File: config.mk
export PLATFORM = sky130hd
export DESIGN_NAME = line_maint_engine
export DESIGN_NICKNAME = d
export VERILOG_FILES = /design/src/rtl/lme_pkg.sv /design/src/rtl/lme_front.sv /design/src/rtl/lme_walker.sv /design/src/rtl/line_maint_engine.sv
export SDC_FILE = /design/constraint.sdc
export NUM_CORES = 1
export LEC_CHECK = 0
export ABC_AREA = 1
export CAP_MARGIN = 25
export CORE_ASPECT_RATIO = 1.2
export CORE_MARGIN = 8
export CORE_UTILIZATION = 65
export CTS_BUF_LIST = sky130_fd_sc_hd__clkbuf_2
export DETAILED_ROUTE_END_ITERATION = 10
export DONT_BUFFER_PORTS = 1
export PLACE_DENSITY = 0.81
export REMOVE_ABC_BUFFERS = 1
export SYNTH_ARGS = -nofsm -noshare
export SYNTH_HDL_FRONTEND = slang
export SYNTH_SLANG_ARGS = --single-unit
File: constraint.sdc
create_clock -name clk -period 5.4 [get_ports clk]
set_input_delay 0.54 -clock clk [delete_from_list [all_inputs] [get_ports clk]]
set_output_delay 0.54 -clock clk [all_outputs]
set_load 0.02 [all_outputs]
File: src/rtl/lme_pkg.sv
package lme_pkg;

    typedef enum logic [2:0] {
        K_SET_START      = 3'd0,
        K_END_CLEAN      = 3'd1,
        K_END_INV        = 3'd2,
        K_LINE_CLEAN     = 3'd3,
        K_LINE_CLEAN_INV = 3'd4,
        K_LINE_INV       = 3'd5,
        K_INV_ALL        = 3'd6,
        K_RSVD           = 3'd7
    } wr_kind_e;

    typedef enum logic [1:0] {
        OP_CLEAN     = 2'd0,
        OP_CLEAN_INV = 2'd1,
        OP_INV       = 2'd2,
        OP_INV_ALL   = 2'd3
    } line_op_e;

    typedef enum logic [1:0] {
        W_IDLE = 2'd0,
        W_WALK = 2'd1,
        W_FIN  = 2'd2
    } walk_state_e;

    function automatic line_op_e kind_to_op(input wr_kind_e k);
        case (k)
            K_END_CLEAN, K_LINE_CLEAN: return OP_CLEAN;
            K_LINE_CLEAN_INV:          return OP_CLEAN_INV;
            K_END_INV, K_LINE_INV:     return OP_INV;
            default:                   return OP_INV_ALL;
        endcase
    endfunction

    function automatic logic kind_launches(input wr_kind_e k);
        return (k != K_SET_START) && (k != K_RSVD);
    endfunction

endpackage

File: src/rtl/lme_front.sv
module lme_front
    import lme_pkg::*;
#(
    parameter int ADDR_W = 32,
    parameter int LINE_W = 5,
    parameter int PAGE_W = 12
) (
    input  logic              clk,
    input  logic              rst,
    input  logic              wr_fire,
    input  wr_kind_e          wr_kind,
    input  logic [ADDR_W-1:0] wr_data,
    output logic              launch,
    output line_op_e          l_op,
    output logic [ADDR_W-1:0] l_first,
    output logic [ADDR_W-1:0] l_last,
    output logic              l_skip,
    output logic              l_reject
);

    localparam int unsigned ROUND_UP = (1 << LINE_W) - 1;

    logic [ADDR_W-1:0] start_q;
    logic [ADDR_W:0]   first_x;
    logic [ADDR_W-1:0] data_line;
    logic              same_page;

    always_ff @(posedge clk) begin
        if (rst) begin
            start_q <= '0;
        end else if (wr_fire && wr_kind == K_SET_START) begin
            start_q <= wr_data;
        end
    end

    always_comb begin
        first_x = {1'b0, start_q} + (ADDR_W+1)'(ROUND_UP);
        first_x[LINE_W-1:0] = '0;
        data_line = {wr_data[ADDR_W-1:LINE_W], {LINE_W{1'b0}}};
        same_page = (start_q[ADDR_W-1:PAGE_W] == wr_data[ADDR_W-1:PAGE_W]);
    end

    always_comb begin
        launch   = wr_fire && kind_launches(wr_kind);
        l_op     = kind_to_op(wr_kind);
        l_first  = '0;
        l_last   = '0;
        l_skip   = 1'b0;
        l_reject = 1'b0;
        case (wr_kind)
            K_END_CLEAN, K_END_INV: begin
                l_first  = first_x[ADDR_W-1:0];
                l_last   = data_line;
                l_reject = !same_page;
                l_skip   = !same_page || (first_x > {1'b0, data_line});
            end
            K_LINE_CLEAN, K_LINE_CLEAN_INV, K_LINE_INV: begin
                l_first = data_line;
                l_last  = data_line;
            end
            default: begin
            end
        endcase
    end

endmodule

File: src/rtl/lme_walker.sv
module lme_walker
    import lme_pkg::*;
#(
    parameter int ADDR_W = 32,
    parameter int LINE_W = 5
) (
    input  logic              clk,
    input  logic              rst,
    input  logic              launch,
    input  line_op_e          l_op,
    input  logic [ADDR_W-1:0] l_first,
    input  logic [ADDR_W-1:0] l_last,
    input  logic              l_skip,
    input  logic              l_reject,
    input  logic              lc_ready,
    output logic              idle,
    output logic              lc_valid,
    output line_op_e          lc_op,
    output logic [ADDR_W-1:0] lc_addr,
    output logic              done,
    output logic              err
);

    localparam logic [ADDR_W-1:0] LINE_STEP = ADDR_W'(1) << LINE_W;

    walk_state_e       state_q;
    logic [ADDR_W-1:0] cur_q;
    logic [ADDR_W-1:0] last_q;
    line_op_e          op_q;
    logic              err_q;

    always_ff @(posedge clk) begin
        if (rst) begin
            state_q <= W_IDLE;
            cur_q   <= '0;
            last_q  <= '0;
            op_q    <= OP_CLEAN;
            err_q   <= 1'b0;
        end else begin
            case (state_q)
                W_IDLE: begin
                    if (launch) begin
                        op_q    <= l_op;
                        cur_q   <= l_first;
                        last_q  <= l_last;
                        err_q   <= l_reject;
                        state_q <= l_skip ? W_FIN : W_WALK;
                    end
                end
                W_WALK: begin
                    if (lc_ready) begin
                        if (cur_q == last_q) begin
                            state_q <= W_FIN;
                        end else begin
                            cur_q <= cur_q + LINE_STEP;
                        end
                    end
                end
                default: state_q <= W_IDLE;
            endcase
        end
    end

    always_comb begin
        idle     = (state_q == W_IDLE);
        lc_valid = (state_q == W_WALK);
        done     = (state_q == W_FIN);
        lc_op    = op_q;
        lc_addr  = cur_q;
        err      = err_q;
    end

endmodule

File: src/rtl/line_maint_engine.sv
module line_maint_engine
    import lme_pkg::*;
#(
    parameter int ADDR_W = 32,
    parameter int LINE_W = 5,
    parameter int PAGE_W = 12
) (
    input  logic              clk,
    input  logic              rst,
    input  logic              wr_valid,
    output logic              wr_ready,
    input  logic [2:0]        wr_kind,
    input  logic [ADDR_W-1:0] wr_data,
    output logic              lc_valid,
    input  logic              lc_ready,
    output logic [1:0]        lc_op,
    output logic [ADDR_W-1:0] lc_addr,
    output logic              busy,
    output logic              done,
    output logic              err
);

    logic              idle;
    logic              wr_fire;
    logic              launch;
    line_op_e          l_op;
    line_op_e          cmd_op;
    logic [ADDR_W-1:0] l_first;
    logic [ADDR_W-1:0] l_last;
    logic              l_skip;
    logic              l_reject;

    assign wr_fire  = wr_valid && idle;
    assign wr_ready = idle;
    assign busy     = !idle;
    assign lc_op    = cmd_op;

    lme_front #(
        .ADDR_W (ADDR_W),
        .LINE_W (LINE_W),
        .PAGE_W (PAGE_W)
    ) front_i (
        .clk      (clk),
        .rst      (rst),
        .wr_fire  (wr_fire),
        .wr_kind  (wr_kind_e'(wr_kind)),
        .wr_data  (wr_data),
        .launch   (launch),
        .l_op     (l_op),
        .l_first  (l_first),
        .l_last   (l_last),
        .l_skip   (l_skip),
        .l_reject (l_reject)
    );

    lme_walker #(
        .ADDR_W (ADDR_W),
        .LINE_W (LINE_W)
    ) walker_i (
        .clk      (clk),
        .rst      (rst),
        .launch   (launch),
        .l_op     (l_op),
        .l_first  (l_first),
        .l_last   (l_last),
        .l_skip   (l_skip),
        .l_reject (l_reject),
        .lc_ready (lc_ready),
        .idle     (idle),
        .lc_valid (lc_valid),
        .lc_op    (cmd_op),
        .lc_addr  (lc_addr),
        .done     (done),
        .err      (err)
    );

endmodule

Word-level counts from Yosys, hierarchy flattened
Index checks and enable logic that the tools add are counted.

operators by class
  equal/unequal tests = 14
  multiplexer cells = 14
  $add $sub $neg = 2
  $lt $le $gt $ge = 1
  reduce and logical (&&, ||, !) cells = 19

operators with widths
  operator                                                         count
  32-bit two-way mux                                               4
  32-bit one-hot mux with 2 select lines                           2
  32-bit by 5-bit adder with 33-bit output, second input constant  1
  33-bit by 32-bit > comparator with 1-bit output                  1
  32-bit by 6-bit adder with 32-bit output, second input constant  1
  32-bit == test                                                   1
  20-bit == test                                                   1
  2-bit two-way mux                                                4
  3-bit by 2-bit == test with 1-bit output, second input constant  2
  3-bit == test, second input constant                             2
  2-bit by 1-bit != test with 1-bit output, second input constant  3
  2-bit one-hot mux with 3 select lines                            1
  2-bit OR reduction                                               3
  5-bit OR reduction                                               1
  1-bit logical AND                                                4
  2-bit one-hot mux with 2 select lines                            1
  4-bit AND reduction                                              1
  3-bit by 1-bit == test with 1-bit output, second input constant  1
  3-bit logical NOT                                                1
  3-bit != test, second input constant                             1
  3-bit AND reduction                                              1
  3-bit nonzero test                                               1
  3-bit OR reduction                                               1
  2-bit by 1-bit == test with 1-bit output, second input constant  1
  8 further kinds                                                  10

word-level totals
  input port bits = 39
  output and inout bits = 39
  register bits = 101

Longest topological paths before layout
  depth in word-level cells = 7
  depth in mapped cells = 26

Cells and area by module
From an unflattened synthesis, not the netlist that was laid out.

second synthesis, totals
  cell total of the unflattened synthesis = 1,276
  area, all modules = 7,649.8 µm²

by module, submodules not included
  module             sequential area each (µm²)  area an instance (µm²)  cells each  instances
  lme_walker         1,381.3                     3,981.3                 666         1
  lme_front          640.6                       3,657.3                 607         1
  line_maint_engine  0.0                         11.3                    3           1

Worst setup path after synthesis
No wires, ideal clock.

  path type = reg-to-reg
  start point = reg front_i.start_q[9]
  end point = reg walker_i.state_q[0]
  library setup time = 70 ps
  path slack = 3,005 ps
  cell stages (with the launch flop) = 19
  data arrival time = 2,326 ps
  period minus slack after synthesis = 2,395 ps
  cell sequence = dfxtp_1 nand3_1 nor2_2 nand4_1 nor2_1 nand3_1 nor2_1 nor2_2 ha_1 nand3_1 nor3_1 and2_1 a21oi_1 nand2_1 nand2_1 nand2_1 nand2_1 nand2_1 a21oi_1

on the way
  word-level cells in the longest chain between the ends = 7

RTL lines
  element                                          line              source
  start: declaration                               lme_front.sv:23   logic [ADDR_W-1:0] start_q;
  start signal: assignment                         lme_front.sv:32   start_q <= wr_data;
  32-bit by 5-bit adder with 33-bit output         lme_front.sv:37   first_x = {1'b0, start_q} + (ADDR_W+1)'(ROUND_UP);
  33-bit by 32-bit > comparator with 1-bit output  lme_front.sv:55   l_skip = !same_page || (first_x > {1'b0, data_line});
  1-bit logical OR                                 lme_front.sv:55
  1-bit two-way mux                                lme_front.sv:50   case (wr_kind)
  2-bit two-way mux                                lme_walker.sv:47  state_q <= l_skip ? W_FIN : W_WALK;
  2-bit two-way mux                                lme_walker.sv:42  if (launch) begin
  2-bit one-hot mux with 2 select lines            lme_walker.sv:40  case (state_q)
  end signal: assignment                           lme_walker.sv:47
  end: declaration                                 lme_walker.sv:26  walk_state_e state_q;

Every way passes these cells. The select of a mux whose other input is x is not followed.
A chain may end at the register's enable or synchronous reset.

Worst setup path in the final report
  start point = reg front_i.start_q[10]
  end point = reg walker_i.state_q[0]

Same word-level chain as after synthesis.

==> impl_results.md <==
* Status: complete, no violations
* Share of post-route cells with drive strength above 1 at roughly 4%
* Worst VDD drop at 184 uV
* CP Class: register to register
* Worst setup SP type: register
* Largest net degree at the start of global routing at 38
* Met3 Use GR at ~4.3%
* IO buf count at 0
* Crit path from: front_i.start_q[10]
* Design Power at 0.00237 W
* Setup bufs post-CTS at 0
* Rel. slew slack at 39.9%
* Die height at 125 microns
* Global-route wire length before repair at 29400 microns
* Met2 GRT Util at around 43%
* Ports at 78
* Post-synth ARST share at 0%
* Netlist cell types at 37
* Hold Slack at 0.0492 ns
* FILL cells at 899
* Avg Inst Size Synth at 6.29 sq um
* DR vias/cell at 5.80
* Worst Clk Skew at 0.0288 ns
* Residual DRC at 0
* Pre-antenna DRT Iters at 6
* Remaining antenna violation count at 0
* Post-synthesis cell area at 6420 sq um
* Critical path peak fanout at 5
* Clock slew at reported path FFs at roughly 0.28 ns
* Overall routing resource usage at 27.2%
* Max-cap viol count at 0
* Most frequent cells after synthesis: nand2_1, a21oi_1, inv_1
* TNS Setup at 0 ns
* Worst Hold Class: primary input to register
* Clk buf depth at 2
* Fin crit period at 3.16 ns
* GRT overflow at 0
* Vias in the first global route at ~5800
* Final Hold Vio Count at 0
* Synth Flop Type: dfxtp_1
* Grt met1 use at 35.5%
* Most common cell in the synthesized netlist: nand2_1
* Critical path data required time at 5.97 ns
* Post-synth top area cell: dfxtp_1
* Worst-Margin Slew at 0.901 ns
* FMAX at 316 MHz
* Setup WS pre-CTS at 2.37 ns
* Core box area at 9560 sq um
* Yosys warnings at 0
* Final setup violation count at 0
* Static Leak at between 2 and 3 nW
* Post-layout util at 68.6%
* Die X at 107 microns
* PD cells at 361 nW/um^2
* Post-synth EDFFs at 0
* Gr busiest metal: met2
* TritonCTS clock tree: built
* # nets final at 1059
* Vias at 6501
* Post-synth top area share at approximately 28%
* Reg2reg start: front_i.start_q[10]
* Post-synthesis instance total at between 1000 and 1500
* Inserted Clock Buffers at 9
* Initial Util at between 60% and 70%
* H-Tree Depth at 3
* Pins Over Slew Limit at 0
* Drt wl/cell at roughly 16 microns
* Synthesis-stage register bit count at a little over 90
* Clock Tree Root: clkbuf_2
* Final period util at 58.5%
* Min-delay src: wr_data[25]
* Clk_lat worst skew at roughly 0.6 ns
* Setup ws final at 2.24 ns
* HPWL after DPL at 13800 microns
* Final wirelength at roughly 18000 microns
* Sequential area share after synthesis at 28.4%
* # rows at 39
* Area Growth Syn to Fin at 2.20%
* DRT iter0 DRCs at 555
* CP Data Arrival Time at ~3.7 ns
* RSZ-0062 raised after global routing: no
* Clk sinks at 91
* DIE AREA at 13300 sq um
* Nature of the critical path endpoint: register
* Initial antenna violation count at 1
* GPL Wtd Cong at 1.01
* Ranking of synthesized cells by area: dfxtp_1, nand2_1, a21oi_1
-- through the flow --
stage | std cells | area (sq um)
2_1_floorplan | 975 | 6210
3_3_place_gp | 1103 | 6420
3_5_place_dp | 1103 | 6420
4_1_cts | 1120 | 6560
5_1_grt | 1121 | 6560
6_report | 1121 | 6560
-- final cells by class --
class / count / area (sq um) / area share [%]
Clock inverter: 7 / 75.1 / 1.14
Tap cell: 123 / 154 / 2.35
Inverter: 117 / 439 / 6.69
Clock buffer: 9 / 45.0 / 0.687
Multi-Input combinational cell: 767 / 3970 / 60.4
Timing Repair Buffer: 6 / 57.6 / 0.877
Sequential cell: 91 / 1820 / 27.8
Antenna cell: 1 / 2.50 / 0.0381
-- layout by cell type (no fill, tap or decap), types with 24 or more instances in the layout --
master	netlist	routed
nand2_1	242	242
ha_1	28	28
o21ai_0	56	56
xnor2_1	37	37
dfxtp_1	91	91
nor2_1	93	92
a21oi_1	120	120
nand3_1	71	71
inv_1	112	112
xor2_1	24	24
-- state kept, by name, indices dropped and copies added (netlist names) --
name,cells
front_i.start_q,32
walker_i.lc_op,2
walker_i.lc_addr,27
walker_i.err,1
walker_i.state_q,2
walker_i.last_q,27
-- worst paths after layout --
kind	endpoint	slack [ns]	depth (start not counted)
setup / recovery	walker_i.state_q[0]	2.24	17
hold / removal	walker_i.last_q[25]	0.05	2
setup reg to reg	walker_i.state_q[0]	2.24	17
hold reg to reg	front_i.start_q[0]	0.47	2
-- power by group --
| group | leakage (nW) | switching, W | internal, W | total, W |
|---|---|---|---|---|
| combinational | 2.06 | 0.000563 | 0.000313 | 0.000875 |
| clock | 0.0670 | 0.000255 | 0.000110 | 0.000365 |
| sequential | 0.742 | 0.000334 | 0.000794 | 0.00113 |
-- critical path, cell delays in order, from the launching register on --
cell	delay, ns
dfxtp_1	0.49
nand3_1	0.16
nor2_2	0.16
nand4_1	0.18
nor2_1	0.40
nand3_1	0.23
nor2_1	0.21
nor2_2	0.08
ha_1	0.31
nand3_1	0.08
nor3_1	0.17
and2_1	0.18
nand3_1	0.07
nand2_1	0.09
nand2_1	0.05
nand2_1	0.07
nand2_1	0.06
a21oi_1	0.14
-- per-layer routing --
metal | up-vias | routed length [microns]
li1 | 3237 | -
met1 | 2951 | 7730
met2 | 268 | 8500
met3 | 45 | 1500
met4 | 0 | 568
met5 | - | 0
-- repair_timing --
item | 4_1_cts | 5_1_grt
hold buffers | 1 | 0
gates resized for setup | 0 | 0
hold endpoints to repair | 37 | 0
-- kinds of logic (layout without fill, tap and decap cells) --
kind of cell / count (synthesis) / count (layout) / share of synthesized area [%]
other: 1 / 6 / 0.0584
flip-flops: 91 / 91 / 28.4
buffers and inverters: 166 / 139 / 10.3
XOR/XNOR: 61 / 61 / 8.32
adder cells (fa/ha/maj): 28 / 28 / 5.46
AO/OA/AOI/OAI: 207 / 207 / 17.0
AND/OR/NAND/NOR: 466 / 466 / 30.5
(Power assumes the default switching activity.)
